**src/rtl/eau_pkg.sv**
```systemverilog
package eau_pkg;

    typedef enum logic [2:0] {
        AM_PLAIN    = 3'd0,
        AM_POST_INC = 3'd1,
        AM_POST_DEC = 3'd2,
        AM_PRE_INC  = 3'd3,
        AM_PRE_DEC  = 3'd4
    } am_mode_e;

    // Unused codes fall back to plain indirect.
    function automatic am_mode_e decode_mode(input logic [2:0] code);
        case (code)
            3'd1:    return AM_POST_INC;
            3'd2:    return AM_POST_DEC;
            3'd3:    return AM_PRE_INC;
            3'd4:    return AM_PRE_DEC;
            default: return AM_PLAIN;
        endcase
    endfunction

    function automatic logic mode_modifies(input am_mode_e m);
        return m != AM_PLAIN;
    endfunction

    function automatic logic mode_is_pre(input am_mode_e m);
        return (m == AM_PRE_INC) || (m == AM_PRE_DEC);
    endfunction

    function automatic logic mode_goes_down(input am_mode_e m);
        return (m == AM_POST_DEC) || (m == AM_PRE_DEC);
    endfunction

endpackage

```
**src/rtl/eau_addr_calc.sv**
```systemverilog
module eau_addr_calc #(
    parameter int ADDR_W = 16,
    parameter int LANES  = 2
) (
    input  logic [2:0]        mode_code,
    input  logic              byte_op,
    input  logic [ADDR_W-1:0] base,
    output logic [ADDR_W-1:0] ea,
    output logic [ADDR_W-1:0] upd,
    output logic              wb_en,
    output logic              misalign
);
    import eau_pkg::*;

    localparam int LANE_W = $clog2(LANES);

    am_mode_e          mode;
    logic [ADDR_W-1:0] step;
    logic [ADDR_W-1:0] moved;

    always_comb begin
        mode  = decode_mode(mode_code);
        step  = byte_op ? ADDR_W'(1) : ADDR_W'(LANES);
        // Natural-width arithmetic wraps modulo 2^ADDR_W.
        moved = mode_goes_down(mode) ? (base - step) : (base + step);
        upd   = moved;
        wb_en = mode_modifies(mode);
        ea    = mode_is_pre(mode) ? moved : base;
        misalign = !byte_op && (ea[LANE_W-1:0] != '0);
    end

endmodule

```
**src/rtl/eau_lane_ctl.sv**
```systemverilog
module eau_lane_ctl #(
    parameter int DATA_W = 16,
    parameter int LANES  = DATA_W / 8
) (
    input  logic                     byte_op,
    input  logic [$clog2(LANES)-1:0] lane,
    input  logic [DATA_W-1:0]        wdata_in,
    output logic [LANES-1:0]         be,
    output logic [DATA_W-1:0]        wdata_out
);
    localparam int LANE_W = $clog2(LANES);

    for (genvar i = 0; i < LANES; i++) begin : g_lane
        assign be[i] = !byte_op || (lane == LANE_W'(i));
        assign wdata_out[i*8 +: 8] = byte_op ? wdata_in[7:0] : wdata_in[i*8 +: 8];
    end

endmodule

```
**src/rtl/eau_rd_extract.sv**
```systemverilog
module eau_rd_extract #(
    parameter int DATA_W = 16,
    parameter int LANES  = DATA_W / 8
) (
    input  logic                     byte_op,
    input  logic [$clog2(LANES)-1:0] lane,
    input  logic [DATA_W-1:0]        word_in,
    output logic [DATA_W-1:0]        data_out
);
    localparam int LANE_W = $clog2(LANES);

    logic [7:0] sel;

    always_comb begin
        sel = '0;
        for (int i = 0; i < LANES; i++) begin
            if (lane == LANE_W'(i)) sel = word_in[i*8 +: 8];
        end
        data_out = byte_op ? {{(DATA_W-8){1'b0}}, sel} : word_in;
    end

endmodule

```
**src/rtl/ea_unit.sv**
```systemverilog
module ea_unit #(
    parameter int ADDR_W = 16,
    parameter int DATA_W = 16
) (
    input  logic                  clk,
    input  logic                  rst,
    input  logic                  req_valid,
    input  logic [2:0]            req_mode,
    input  logic                  req_byte,
    input  logic                  req_write,
    input  logic [ADDR_W-1:0]     req_base,
    input  logic [DATA_W-1:0]     req_wdata,
    output logic                  mem_strobe,
    output logic                  mem_we,
    output logic [ADDR_W-1:0]     mem_addr,
    output logic [DATA_W/8-1:0]   mem_be,
    output logic [DATA_W-1:0]     mem_wdata,
    input  logic [DATA_W-1:0]     mem_rdata,
    output logic                  reg_wb_en,
    output logic [ADDR_W-1:0]     reg_wb_val,
    output logic                  trap,
    output logic                  rd_valid,
    output logic [DATA_W-1:0]     rd_data
);
    localparam int LANES  = DATA_W / 8;
    localparam int LANE_W = $clog2(LANES);

    typedef struct packed {
        logic              strobe;
        logic              we;
        logic              byte_op;
        logic [ADDR_W-1:0] addr;
        logic [LANES-1:0]  be;
        logic [DATA_W-1:0] wdata;
        logic              wb_en;
        logic [ADDR_W-1:0] wb_val;
        logic              trap;
    } acc_stage_t;

    typedef struct packed {
        logic              valid;
        logic              byte_op;
        logic [LANE_W-1:0] lane;
    } rd_stage_t;

    logic [ADDR_W-1:0] ea_c;
    logic [ADDR_W-1:0] upd_c;
    logic              wb_c;
    logic              mis_c;
    logic [LANES-1:0]  be_c;
    logic [DATA_W-1:0] wd_c;
    logic [DATA_W-1:0] ext_c;

    acc_stage_t acc_nxt, acc_q;
    rd_stage_t  rd_q;

    eau_addr_calc #(.ADDR_W(ADDR_W), .LANES(LANES)) u_calc (
        .mode_code (req_mode),
        .byte_op   (req_byte),
        .base      (req_base),
        .ea        (ea_c),
        .upd       (upd_c),
        .wb_en     (wb_c),
        .misalign  (mis_c)
    );

    eau_lane_ctl #(.DATA_W(DATA_W), .LANES(LANES)) u_lanes (
        .byte_op   (req_byte),
        .lane      (ea_c[LANE_W-1:0]),
        .wdata_in  (req_wdata),
        .be        (be_c),
        .wdata_out (wd_c)
    );

    always_comb begin
        acc_nxt.strobe  = req_valid && !mis_c;
        acc_nxt.we      = req_write;
        acc_nxt.byte_op = req_byte;
        acc_nxt.addr    = ea_c;
        acc_nxt.be      = (req_valid && !mis_c) ? be_c : '0;
        acc_nxt.wdata   = wd_c;
        acc_nxt.wb_en   = req_valid && !mis_c && wb_c;
        acc_nxt.wb_val  = upd_c;
        acc_nxt.trap    = req_valid && mis_c;
    end

    always_ff @(posedge clk) begin
        if (rst) begin
            acc_q <= '0;
            rd_q  <= '0;
        end else begin
            acc_q         <= acc_nxt;
            rd_q.valid    <= acc_q.strobe && !acc_q.we;
            rd_q.byte_op  <= acc_q.byte_op;
            rd_q.lane     <= acc_q.addr[LANE_W-1:0];
        end
    end

    eau_rd_extract #(.DATA_W(DATA_W), .LANES(LANES)) u_extract (
        .byte_op  (rd_q.byte_op),
        .lane     (rd_q.lane),
        .word_in  (mem_rdata),
        .data_out (ext_c)
    );

    assign mem_strobe = acc_q.strobe;
    assign mem_we     = acc_q.strobe && acc_q.we;
    assign mem_addr   = acc_q.addr;
    assign mem_be     = acc_q.be;
    assign mem_wdata  = acc_q.wdata;
    assign reg_wb_en  = acc_q.wb_en;
    assign reg_wb_val = acc_q.wb_val;
    assign trap       = acc_q.trap;
    assign rd_valid   = rd_q.valid;
    assign rd_data    = rd_q.valid ? ext_c : '0;

endmodule

```
**config.mk**
```make
export PLATFORM = sky130hd
export DESIGN_NAME = ea_unit
export DESIGN_NICKNAME = d
export VERILOG_FILES = /design/src/rtl/eau_pkg.sv /design/src/rtl/eau_addr_calc.sv /design/src/rtl/eau_lane_ctl.sv /design/src/rtl/eau_rd_extract.sv /design/src/rtl/ea_unit.sv
export SDC_FILE = /design/constraint.sdc
export NUM_CORES = 1
export LEC_CHECK = 0
export BUFFER_PORTS_ARGS = -buffer_cell sky130_fd_sc_hd__buf_2
export CAP_MARGIN = 40
export CELL_PAD_IN_SITES_DETAIL_PLACEMENT = 1
export CELL_PAD_IN_SITES_GLOBAL_PLACEMENT = 1
export CORE_MARGIN = 2
export CORE_UTILIZATION = 32
export CTS_CLUSTER_DIAMETER = 150
export DETAILED_ROUTE_END_ITERATION = 10
export GPL_ROUTABILITY_DRIVEN = 0
export PLACE_DENSITY = 0.86
export SETUP_SLACK_MARGIN = 0.4
export SYNTH_ARGS = -nofsm -noshare
export SYNTH_HDL_FRONTEND = slang
export SYNTH_SLANG_ARGS = --single-unit
```
**constraint.sdc**
```tcl
create_clock -name clk -period 2.9 [get_ports clk]
set_input_delay 0.435 -clock clk [delete_from_list [all_inputs] [get_ports clk]]
set_output_delay 0.435 -clock clk [all_outputs]
set_load 0.005 [all_outputs]
```
==> results of run 1 <==
==> report_power, final <==
part	internal, mW	switching [mW]
clock	0.491	0.363
sequential	0.869	0.0227
combinational	0.258	0.283
==> worst min-delay path by stage <==
stage / slack [ns] / to / startpoint / cells after the start
final: 0.31 / acc_q[53] / req_write / 2
after detailed placement: 0.41 / rd_valid / acc_q[53] / 1
after floorplan: 0.39 / rd_valid / acc_q[53] / 1
after global placement: 0.40 / rd_valid / acc_q[53] / 1
after global routing: 0.30 / mem_wdata[0] / req_wdata[0] / 2
after CTS: 0.29 / acc_q[53] / req_write / 2
==> through the flow <==
stage / utilization, % / cell area, um^2 / cells / worst slack (ns) / power (mW)
3_3_place_gp: 37.5 / 3700 / 566 / 0.115 / 1.41
3_5_place_dp: 37.7 / 3720 / 567 / 0.0350 / 1.43
2_1_floorplan: - / 3320 / 368 / 0.360 / 1.32
5_1_grt: 41.2 / 4060 / 589 / 0.358 / 2.42
6_report: 41.2 / 4060 / 589 / 0.459 / 2.29
4_1_cts: 40.1 / 3950 / 584 / 0.455 / 2.30
==> sequential cells by signal, summed over array words and instances, names as in the netlist <==
name / flops
trap: 1
mem_addr: 16
rd_q: 2
rd_valid: 1
reg_wb_val: 16
mem_strobe: 1
acc_q: 2
reg_wb_en: 1
mem_wdata: 16
mem_be: 2
==> metal layers <==
| metal | track usage, % | part of all wire, % | vias to the layer above |
|---|---|---|---|
| met2 | 27.3 | 51 | 89 |
| met4 | 5.90 | 1.9 | 0 |
| li1 | - | - | 1351 |
| met3 | 4.24 | 6.1 | 15 |
| met5 | 0 | 0 | - |
| met1 | 17.2 | 41 | 1282 |
==> final cells by class <==
class	instances	area share, %
Timing Repair Buffer	139	18.9
Clock inverter	7	2.50
Tap cell	133	4.10
Multi-Input combinational cell	237	42.3
Sequential cell	58	28.6
Clock buffer	9	3.05
Inverter	6	0.555
==> synthesized netlist by cell type (all sizes together) (2+ instances only) <==
cell    count  area (um^2)
dfxtp      58         1160
a211oi      4         35.0
a21boi      8         60.1
nand3b      4         30.0
mux2        4         48.8
inv         6         22.5
buf        59          430
a31oi       4         25.0
ha         17          213
a31o        2         26.3
and2       11         73.8
a21oi      17         96.4
nor2       33          126
xnor2      10         87.6
a41oi       2         25.0
clkbuf      8         30.0
nand3       9         45.0
o31ai       2         20.0
o21bai      3         22.5
nor2b      21          131
or3b        2         20.0
and3        2         17.5
a21o        6         52.6
mux2i      10          100
nand2      36          138
xor2        6         52.6
o21ai       8         43.8
nand4       3         18.8
==> cell families after synthesis <==
family          share of synthesized area [%]
buf+inv                                  14.8
xor+xnor                                 4.29
fa+ha+maj                                7.12
simple gates                             19.9
flops                                    35.5
compound gates                           13.8
mux                                      4.56
==> critical path: cells and delay by family <==
family / cells / cell delay, ns
fa+ha+maj: 1 / 0.35
xor+xnor: 1 / 0.13
compound gates: 3 / 0.53
simple gates: 5 / 1.17
buf+inv: 1 / 0.11
==> what timing repair did <==
action                     CTS  global route
setup endpoints to repair    2             6
gates resized for setup      0            21
pin swaps                    1             9
buffers inserted             1             5
==> impl_metrics.json, run 1 <==
{
  "end_kind": "flip-flop",
  "gr-usage-all-layers_pct": 15.3,
  "drtPass1Iterations": 4,
  "initial_utilization_pct": 33.1,
  "die_area_mm2": 0.0110,
  "port_buffers": 126,
  "layout_common_cells": "buf_2, dfxtp_1, nand2_1",
  "grt_max_degree": 45,
  "hold_path.class": "in -> reg",
  "power_density_mw_per_mm2": 563,
  "dpl.hpwl_um": 6760,
  "nFillCells": 1197,
  "timing.slew.headroom_pct": 69.4,
  "grt_pass1_vias": 2735,
  "ys_seq_area_share_pct": 35.5,
  "cp-startpoint": "req_mode[1]",
  "crit_path_top_delay_cell": "or4_4",
  "p_leak_nw": 2.02,
  "tightestPinTransition_ns": 0.458,
  "r2r_setup_slack_ns": 2.32,
  "crit_type": "in -> reg",
  "slew_viol_final": 0,
  "core-area_mm2": 0.00986,
  "final-setup-viol-count": 0,
  "cp-start-kind": "input pin",
  "grt_pass1_wl_um": 13500,
  "fin_crit_sh_pct": 84.2,
  "seqCellArea_mm2": 0.00116,
  "synth_area_per_cell_um2": 8.88,
  "ys_warn_count": 0,
  "r2r_cells": 1,
  "regToRegEndpoint": "rd_valid",
  "cts_max_path_buffers": 2,
  "fmax_mhz": 410,
  "clk_latency_ns": 0.34,
  "ant_nets": 0,
  "htree_num_levels": 3,
  "path_cells": "buf_8, xnor2_4, nor2_4, nand2_2, fa_2, and2b_2, o2111ai_4, a21oi_2, a41oi_2, or4_4, nand3_2",
  "max_stage_delay_ns": 0.51,
  "via_count": 2737,
  "cts_hold_buf": 0,
  "fin_nets": 525,
  "vdd.ir_drop.worst_mv": 0.188,
  "synthCells": 368,
  "path_clk_slew_ns": 0.07,
  "syn_to_final_growth_pct": 24.2,
  "routedWlPerCell_um": 14.7,
  "required_ns": 3.18,
  "gr-total-overflow": 0,
  "mostFrequentLayoutCell": "buf_2",
  "synth_seq_cells": 58,
  "cap_viol_max_count": 0,
  "multi_input_area_mm2": 0.00172,
  "antenna_found_initial": 0,
  "fp.dieW_um": 105,
  "synth_edf_count": 0,
  "synth-main-ff-cell": "dfxtp_1",
  "cp_max_fo": 5,
  "drive_above_1_share_pct": 41.2,
  "synth_fp_nets": 442,
  "viasPerCell": 4.65,
  "root_buffer": "clkbuf_8",
  "hold_viol": 0,
  "final.setup.tns_ns": 0,
  "cts.sink_count": 58,
  "synth_area_mm2": 0.00327,
  "skew_ns": 0.000504,
  "drtIter0Drc": 82,
  "endpoint": "mem_addr[14]",
  "synthArstFlopShare_pct": 0,
  "synth_cell_type_count": 58,
  "period_needed_ns": 2.44,
  "die_h_um": 105,
  "crit_arrival_ns": 2.72,
  "r2r_start": "mem_strobe",
  "whs_ns": 0.306,
  "cts_buffers": 9,
  "drc": 0,
  "routed_wirelength_um": 8650,
  "outcome": "complete, no violations",
  "rsz0062_at_grt": "true",
  "rows": 36,
  "antennaDiodeCount": 0,
  "io_pins": 127,
  "cts_tree": "built"
}
No activity file was read; power rests on OpenSTA's default activity.
==> run 2, diff against run 1 <==
==> constraint.sdc (replaced) <==
create_clock -name clk -period 2.2 [get_ports clk]
set_input_delay 0.33 -clock clk [delete_from_list [all_inputs] [get_ports clk]]
set_output_delay 0.33 -clock clk [all_outputs]
set_load 0.005 [all_outputs]
==> run 2 against run 1 <==
The flow now finishes with violations (negative setup slack). Final cell count grew 8.5%. Sequential share of layout area is 4.3 points lower. Setup slack got worse by 0.54 ns. Largest cell class unchanged. Clock skew grew 0.0074 ns. First-iteration DRC count rose by 27%.
==> impl_metrics.json, run 2 (synthesized netlist as in run 1, its figures left out) <==
{
  "slew_viol_final": 0,
  "required_ns": 2.41,
  "fin_crit_sh_pct": 104,
  "grt_max_degree": 41,
  "cts_hold_buf": 0,
  "core-area_mm2": 0.00986,
  "gr-total-overflow": 0,
  "ant_nets": 0,
  "die_area_mm2": 0.0110,
  "clk_latency_ns": 0.34,
  "cap_viol_max_count": 0,
  "syn_to_final_growth_pct": 46.8,
  "post-route-util_pct": 48.6,
  "whs_endpoint": "acc_q[53]",
  "initial_utilization_pct": 33.1,
  "min_path_cells": 2,
  "timing.slew.headroom_pct": 51.1,
  "crit_path_top_delay_cell": "a221o_1",
  "layout_common_cells": "buf_2, dfxtp_1, buf_4",
  "p_leak_nw": 2.33,
  "root_buffer": "clkbuf_8",
  "cp-start-kind": "input pin",
  "mostFrequentLayoutCell": "buf_2",
  "path_cells": "buf_8, xnor2_4, nor2_4, buf_4, buf_16, ha_4, a21oi_1, o21ai_0, a221o_1, a41oi_2, xor2_1, nor2_1",
  "r2r_setup_slack_ns": 1.59,
  "regToRegEndpoint": "rd_valid",
  "io_pins": 127,
  "final-setup-viol-count": 5,
  "power_density_mw_per_mm2": 693,
  "fp.dieW_um": 105,
  "antenna_found_initial": 0,
  "end_kind": "flip-flop",
  "path_clk_slew_ns": 0.07,
  "rows": 36,
  "worstHoldStart": "req_write",
  "max_stage_delay_ns": 0.36,
  "outcome": "finished, violations left",
  "drc": 0,
  "via_count": 2981,
  "drive_above_1_share_pct": 52.8,
  "fmax_mhz": 438,
  "antennaDiodeCount": 0,
  "final.setup.tns_ns": -0.251,
  "r2r_start": "mem_strobe",
  "skew_ns": 0.00794,
  "violations": "negative setup slack",
  "period_needed_ns": 2.28,
  "vdd.ir_drop.worst_mv": 0.232,
  "layout_setup_ws_ns": -0.0826,
  "cts.sink_count": 58,
  "hold_path.class": "in -> reg",
  "routedWlPerCell_um": 16.3,
  "die_h_um": 105,
  "dpl.hpwl_um": 7330,
  "final_area_mm2": 0.00480,
  "grt_pass1_wl_um": 15600,
  "tightestPinTransition_ns": 0.734,
  "cts_buffers": 9,
  "cts_max_path_buffers": 2,
  "crit_type": "in -> reg",
  "drtIter0Drc": 104,
  "nFillCells": 1156,
  "cts_tree": "built",
  "grt_pass1_vias": 3258,
  "rsz0062_at_grt": "true",
  "port_buffers": 126,
  "cp_max_fo": 7,
  "pre_cts_ws_ns": -0.513,
  "whs_ns": 0.212,
  "r2r_cells": 1,
  "viasPerCell": 4.67,
  "routed_wirelength_um": 10400,
  "crit_arrival_ns": 2.49,
  "drtPass1Iterations": 4,
  "fin_nets": 575,
  "placed_cell_area_mm2": 0.00405,
  "gr-usage-all-layers_pct": 17.8,
  "hold_viol": 0,
  "htree_num_levels": 3
}
run 2: what timing repair did:
| item | 4_1_cts | 5_1_grt |
|---|---|---|
| endpoints found under the setup margin | 38 | 42 |
| pin swaps | 26 | 17 |
| buffers inserted | 5 | 7 |
| cloned | 1 | 0 |
| resized for setup | 37 | 30 |
run 2: worst max-delay path: cells and delay by family:
family          cells  cell delay (ns)
compound gates      4             1.04
simple gates        2             0.17
buf+inv             3             0.42
fa+ha+maj           1             0.23
xor+xnor            2             0.31
run 2: area by class of cell:
type	instances	area [um^2]	area share, %
multi-input cells	237	2040	42.5
repair buffers	189	1180	24.6
flip-flops and latches	58	1160	24.3
well taps	133	166	3.47
clock buffers	9	124	2.58
clock inverters	7	101	2.11
inverters	6	25.0	0.522
run 2: worst max path at each step:
stage | from | to | slack, ns | depth (start not counted)
finish | req_mode[1] | reg_wb_val[14] | -0.08 | 12
global route | req_mode[1] | reg_wb_val[14] | -0.16 | 12
CTS | req_mode[1] | reg_wb_val[12] | -0.001 | 12
detailed placement | req_mode[1] | mem_addr[15] | -0.51 | 12
global placement | req_mode[1] | reg_wb_val[12] | -0.37 | 12
floorplan | req_mode[1] | reg_wb_val[12] | -0.23 | 10
run 2: power by group:
group | internal (mW) | switching (mW)
Sequential | 1.15 | 0.0307
Combinational | 0.537 | 0.492
Clock | 0.647 | 0.471
Total | 2.33 | 0.994
run 2: layer usage:
layer	wire, um	vias up	track usage (%)
met5	0	-	0
met4	193	0	6.67
met3	533	18	5.24
met2	5680	99	34.5
met1	4020	1415	17.8
li1	-	1449	-
run 2: stage by stage:
stage               power (mW)  instances
finish                    3.32        639
global route              3.50        639
CTS                       3.26        632
detailed placement        2.02        610
global placement          1.98        610
floorplan                 1.74        368
==> run 3, diff against run 2 <==
--- a/config.mk
+++ b/config.mk
@@ -5,16 +5,17 @@
 export SDC_FILE = /design/constraint.sdc
 export NUM_CORES = 1
 export LEC_CHECK = 0
+export ABC_AREA = 1
 export BUFFER_PORTS_ARGS = -buffer_cell sky130_fd_sc_hd__buf_2
 export CAP_MARGIN = 40
 export CELL_PAD_IN_SITES_DETAIL_PLACEMENT = 1
 export CELL_PAD_IN_SITES_GLOBAL_PLACEMENT = 1
 export CORE_MARGIN = 2
-export CORE_UTILIZATION = 32
+export CORE_UTILIZATION = 31
 export CTS_CLUSTER_DIAMETER = 150
 export DETAILED_ROUTE_END_ITERATION = 10
 export GPL_ROUTABILITY_DRIVEN = 0
-export PLACE_DENSITY = 0.86
+export PLACE_DENSITY = 0.87
 export SETUP_SLACK_MARGIN = 0.4
 export SYNTH_ARGS = -nofsm -noshare
 export SYNTH_HDL_FRONTEND = slang
==> run 3 against run 2 <==
Clock power about the same. Die area increased by 6.6%. The flow now finishes without violations. Design area decreased by 7.2%. Utilization decreased by 7.2 points. Final cell count increased by 14%. Setup slack improved by 0.52 ns. Largest cell class unchanged.
==> impl_metrics.json, run 3 <==
{
  "outcome": "complete, no violations",
  "final_cell_count_no_fill": 728,
  "cts_hold_buf": 0,
  "p_sw_mw": 0.907,
  "p_total_mw": 2.99,
  "worstHoldStart": "req_write",
  "regToRegEndpoint": "rd_valid",
  "hold_viol": 0,
  "final.setup.tns_ns": 0,
  "gr-usage-all-layers_pct": 17.1,
  "fin_crit_sh_pct": 80.1,
  "path_cells": "buf_12, clkinv_8, nand2_4, nand2_4, nand2_8, nor2_4, inv_2, fa_2, inv_2, buf_4, nand2_1, nand3_2, nand2_1, nand3_1, nand3_1, nand2_1, inv_1",
  "layout_common_cells": "buf_2, inv_1, nand2_1",
  "layout_setup_ws_ns": 0.438,
  "fp.dieW_um": 108,
  "cp_max_fo": 4,
  "intPower_mw": 2.08,
  "mostFrequentLayoutCell": "buf_2",
  "cts.sink_count": 58,
  "whs_endpoint": "acc_q[53]",
  "antennaDiodeCount": 0,
  "port_buffers": 126,
  "cp-start-kind": "input pin",
  "cap_viol_max_count": 0,
  "ys_warn_count": 0,
  "routed_wirelength_um": 10800,
  "clk_latency_ns": 0.33,
  "r2r_start": "mem_strobe",
  "final-setup-viol-count": 0,
  "period_needed_ns": 1.76,
  "synth_edf_count": 0,
  "synth-main-ff-cell": "dfxtp_1",
  "die_h_um": 108,
  "cp_num_buf_inv": 6,
  "crit_arrival_ns": 2.00,
  "drtPass1Iterations": 4,
  "cp-startpoint": "req_mode[2]",
  "viasPerCell": 4.48,
  "crit_type": "in -> reg",
  "synthTopCellsByCount": "inv_1, nand2_1, dfxtp_1, buf_4, nor2_1",
  "rows": 38,
  "synthCells": 490,
  "synth_area_mm2": 0.00338,
  "end_kind": "flip-flop",
  "r2r_cells": 2,
  "drtIter0Drc": 141,
  "path_clk_slew_ns": 0.07,
  "grt_pass1_wl_um": 15500,
  "worst_path_most_repeated_cell": "nand2_1",
  "initial_utilization_pct": 31.5,
  "gr-total-overflow": 0,
  "antenna_found_initial": 0,
  "grt_max_degree": 30,
  "min_path_cells": 3,
  "required_ns": 2.44,
  "tightestPinTransition_ns": 0.650,
  "power_density_mw_per_mm2": 672,
  "synth_fp_nets": 564,
  "dp_cells": 699,
  "max_stage_delay_ns": 0.37,
  "ant_nets": 0,
  "slew_viol_final": 0,
  "root_buffer": "clkbuf_8",
  "clkPwrFrac_pct": 36.6,
  "p_leak_nw": 2.49,
  "post-synth-top-area-cell": "dfxtp_1",
  "dpl.hpwl_um": 7840,
  "ys_seq_area_share_pct": 34.3,
  "io_pins": 127,
  "synthArstFlopShare_pct": 0,
  "grt_pass1_vias": 3348,
  "synth_seq_cells": 58,
  "r2r_setup_slack_ns": 1.64,
  "skew_ns": 0.00312,
  "crit_family": "simple AND/OR/NAND/NOR gates",
  "htree_num_levels": 3,
  "hold_path.class": "in -> reg",
  "cts_tree": "built",
  "drc": 0,
  "yosysMostFrequentCell": "inv_1",
  "routedWlPerCell_um": 14.9,
  "nFillCells": 1379,
  "via_count": 3261,
  "cts_buffers": 9,
  "vdd.ir_drop.worst_mv": 0.275,
  "fmax_mhz": 567,
  "pwr-share-seq_pct": 39.0,
  "cts_max_path_buffers": 2,
  "drive_above_1_share_pct": 37.9,
  "rsz0062_at_grt": "true",
  "core-area_mm2": 0.0107,
  "syn_to_final_growth_pct": 31.6,
  "fin_nets": 657,
  "pre_cts_ws_ns": -0.0940,
  "crit_path_top_delay_cell": "fa_2",
  "sw_frac_of_total_pct": 30.3,
  "synth_cell_type_count": 31,
  "die_area_mm2": 0.0118,
  "pwr-share-comb_pct": 24.4,
  "post-route-util_pct": 41.4,
  "synth_top_cell_area_share_pct": 34.3,
  "synth.area.top_cells": "dfxtp_1, buf_4, inv_1",
  "timing.slew.headroom_pct": 56.6,
  "synth_area_per_cell_um2": 6.90
}
==> run 3: cell types whose count changed in the layout (fill, tap and decap cells not counted), moves of 6 or more <==
| cell | change |
|---|---|
| inv_1 | +86 |
| nand2_1 | +53 |
| buf_4 | -38 |
| o21ai_0 | +24 |
| nor2b_1 | -20 |
| a21oi_1 | +16 |
| nand2_2 | +12 |
| mux2i_1 | -10 |
| buf_6 | -8 |
| nor2_1 | +8 |
| a21boi_0 | -7 |
| and2_1 | -7 |
| nand3_1 | +7 |
| inv_2 | +6 |
==> run 3: cell families after synthesis <==
group | Yosys count | synth area share, %
AOI/OAI and AO/OA | 72 | 11.4
xor gates and xnor gates | 7 | 1.81
adders and majority gates | 18 | 6.88
buffers and inverters | 163 | 24.1
DFF | 58 | 34.3
and+or+nand+nor | 172 | 21.4
==> run 3: worst max path at each step <==
stage / endpoint / depth (start not counted)
finish: mem_addr[10] / 17
global route: mem_addr[10] / 17
CTS: mem_addr[14] / 17
detailed placement: mem_addr[14] / 17
global placement: mem_addr[15] / 17
floorplan: mem_addr[8] / 15
==> run 3: worst register-to-register path: stages (launching register included) <==
cell and delay, ns:
dfxtp_1 0.35, nand2_1 0.06, nor2_1 0.10
==> run 3: power by group through the flow <==
stage	logic [mW]	clock network (mW)	registers, mW
after floorplan	0.471	0	1.18
after global placement	0.584	0	1.19
after detailed placement	0.612	0	1.19
after CTS	0.636	1.12	1.17
after global routing	0.815	1.18	1.17
final	0.730	1.09	1.17
==> run 3: cell type report <==
class	instances	area (um^2)	share of cell area, %
multi-input combinational	269	1690	37.9
timing repair inverter	2	18.8	0.422
timing repair buffer	141	771	17.3
inverter	102	418	9.39
clock buffer	9	124	2.78
sequential	58	1160	26.1
tap	140	175	3.93
clock inverter	7	93.8	2.11
==> run 3: repair_timing <==
| action | CTS | global route |
|---|---|---|
| pin swaps | 4 | 15 |
| cloned | 0 | 2 |
| resized for setup | 16 | 59 |
| endpoints found under the setup margin | 19 | 38 |
| setup buffers | 3 | 8 |
==> run 3: metal layers <==
metal | up-vias | global-route usage (%) | routed length, um
li1 | 1623 | - | -
met1 | 1512 | 17.2 | 4100
met2 | 113 | 33.7 | 5770
met3 | 13 | 4.70 | 787
met4 | 0 | 5.22 | 153
met5 | - | 0 | 0
==> run 3: through the flow <==
stage	instance area (um^2)	hold WS (ns)
6_report	4450	0.203
3_5_place_dp	3820	0.407
5_1_grt	4450	0.189
4_1_cts	4110	0.191
3_3_place_gp	3820	0.391
2_1_floorplan	3420	0.388
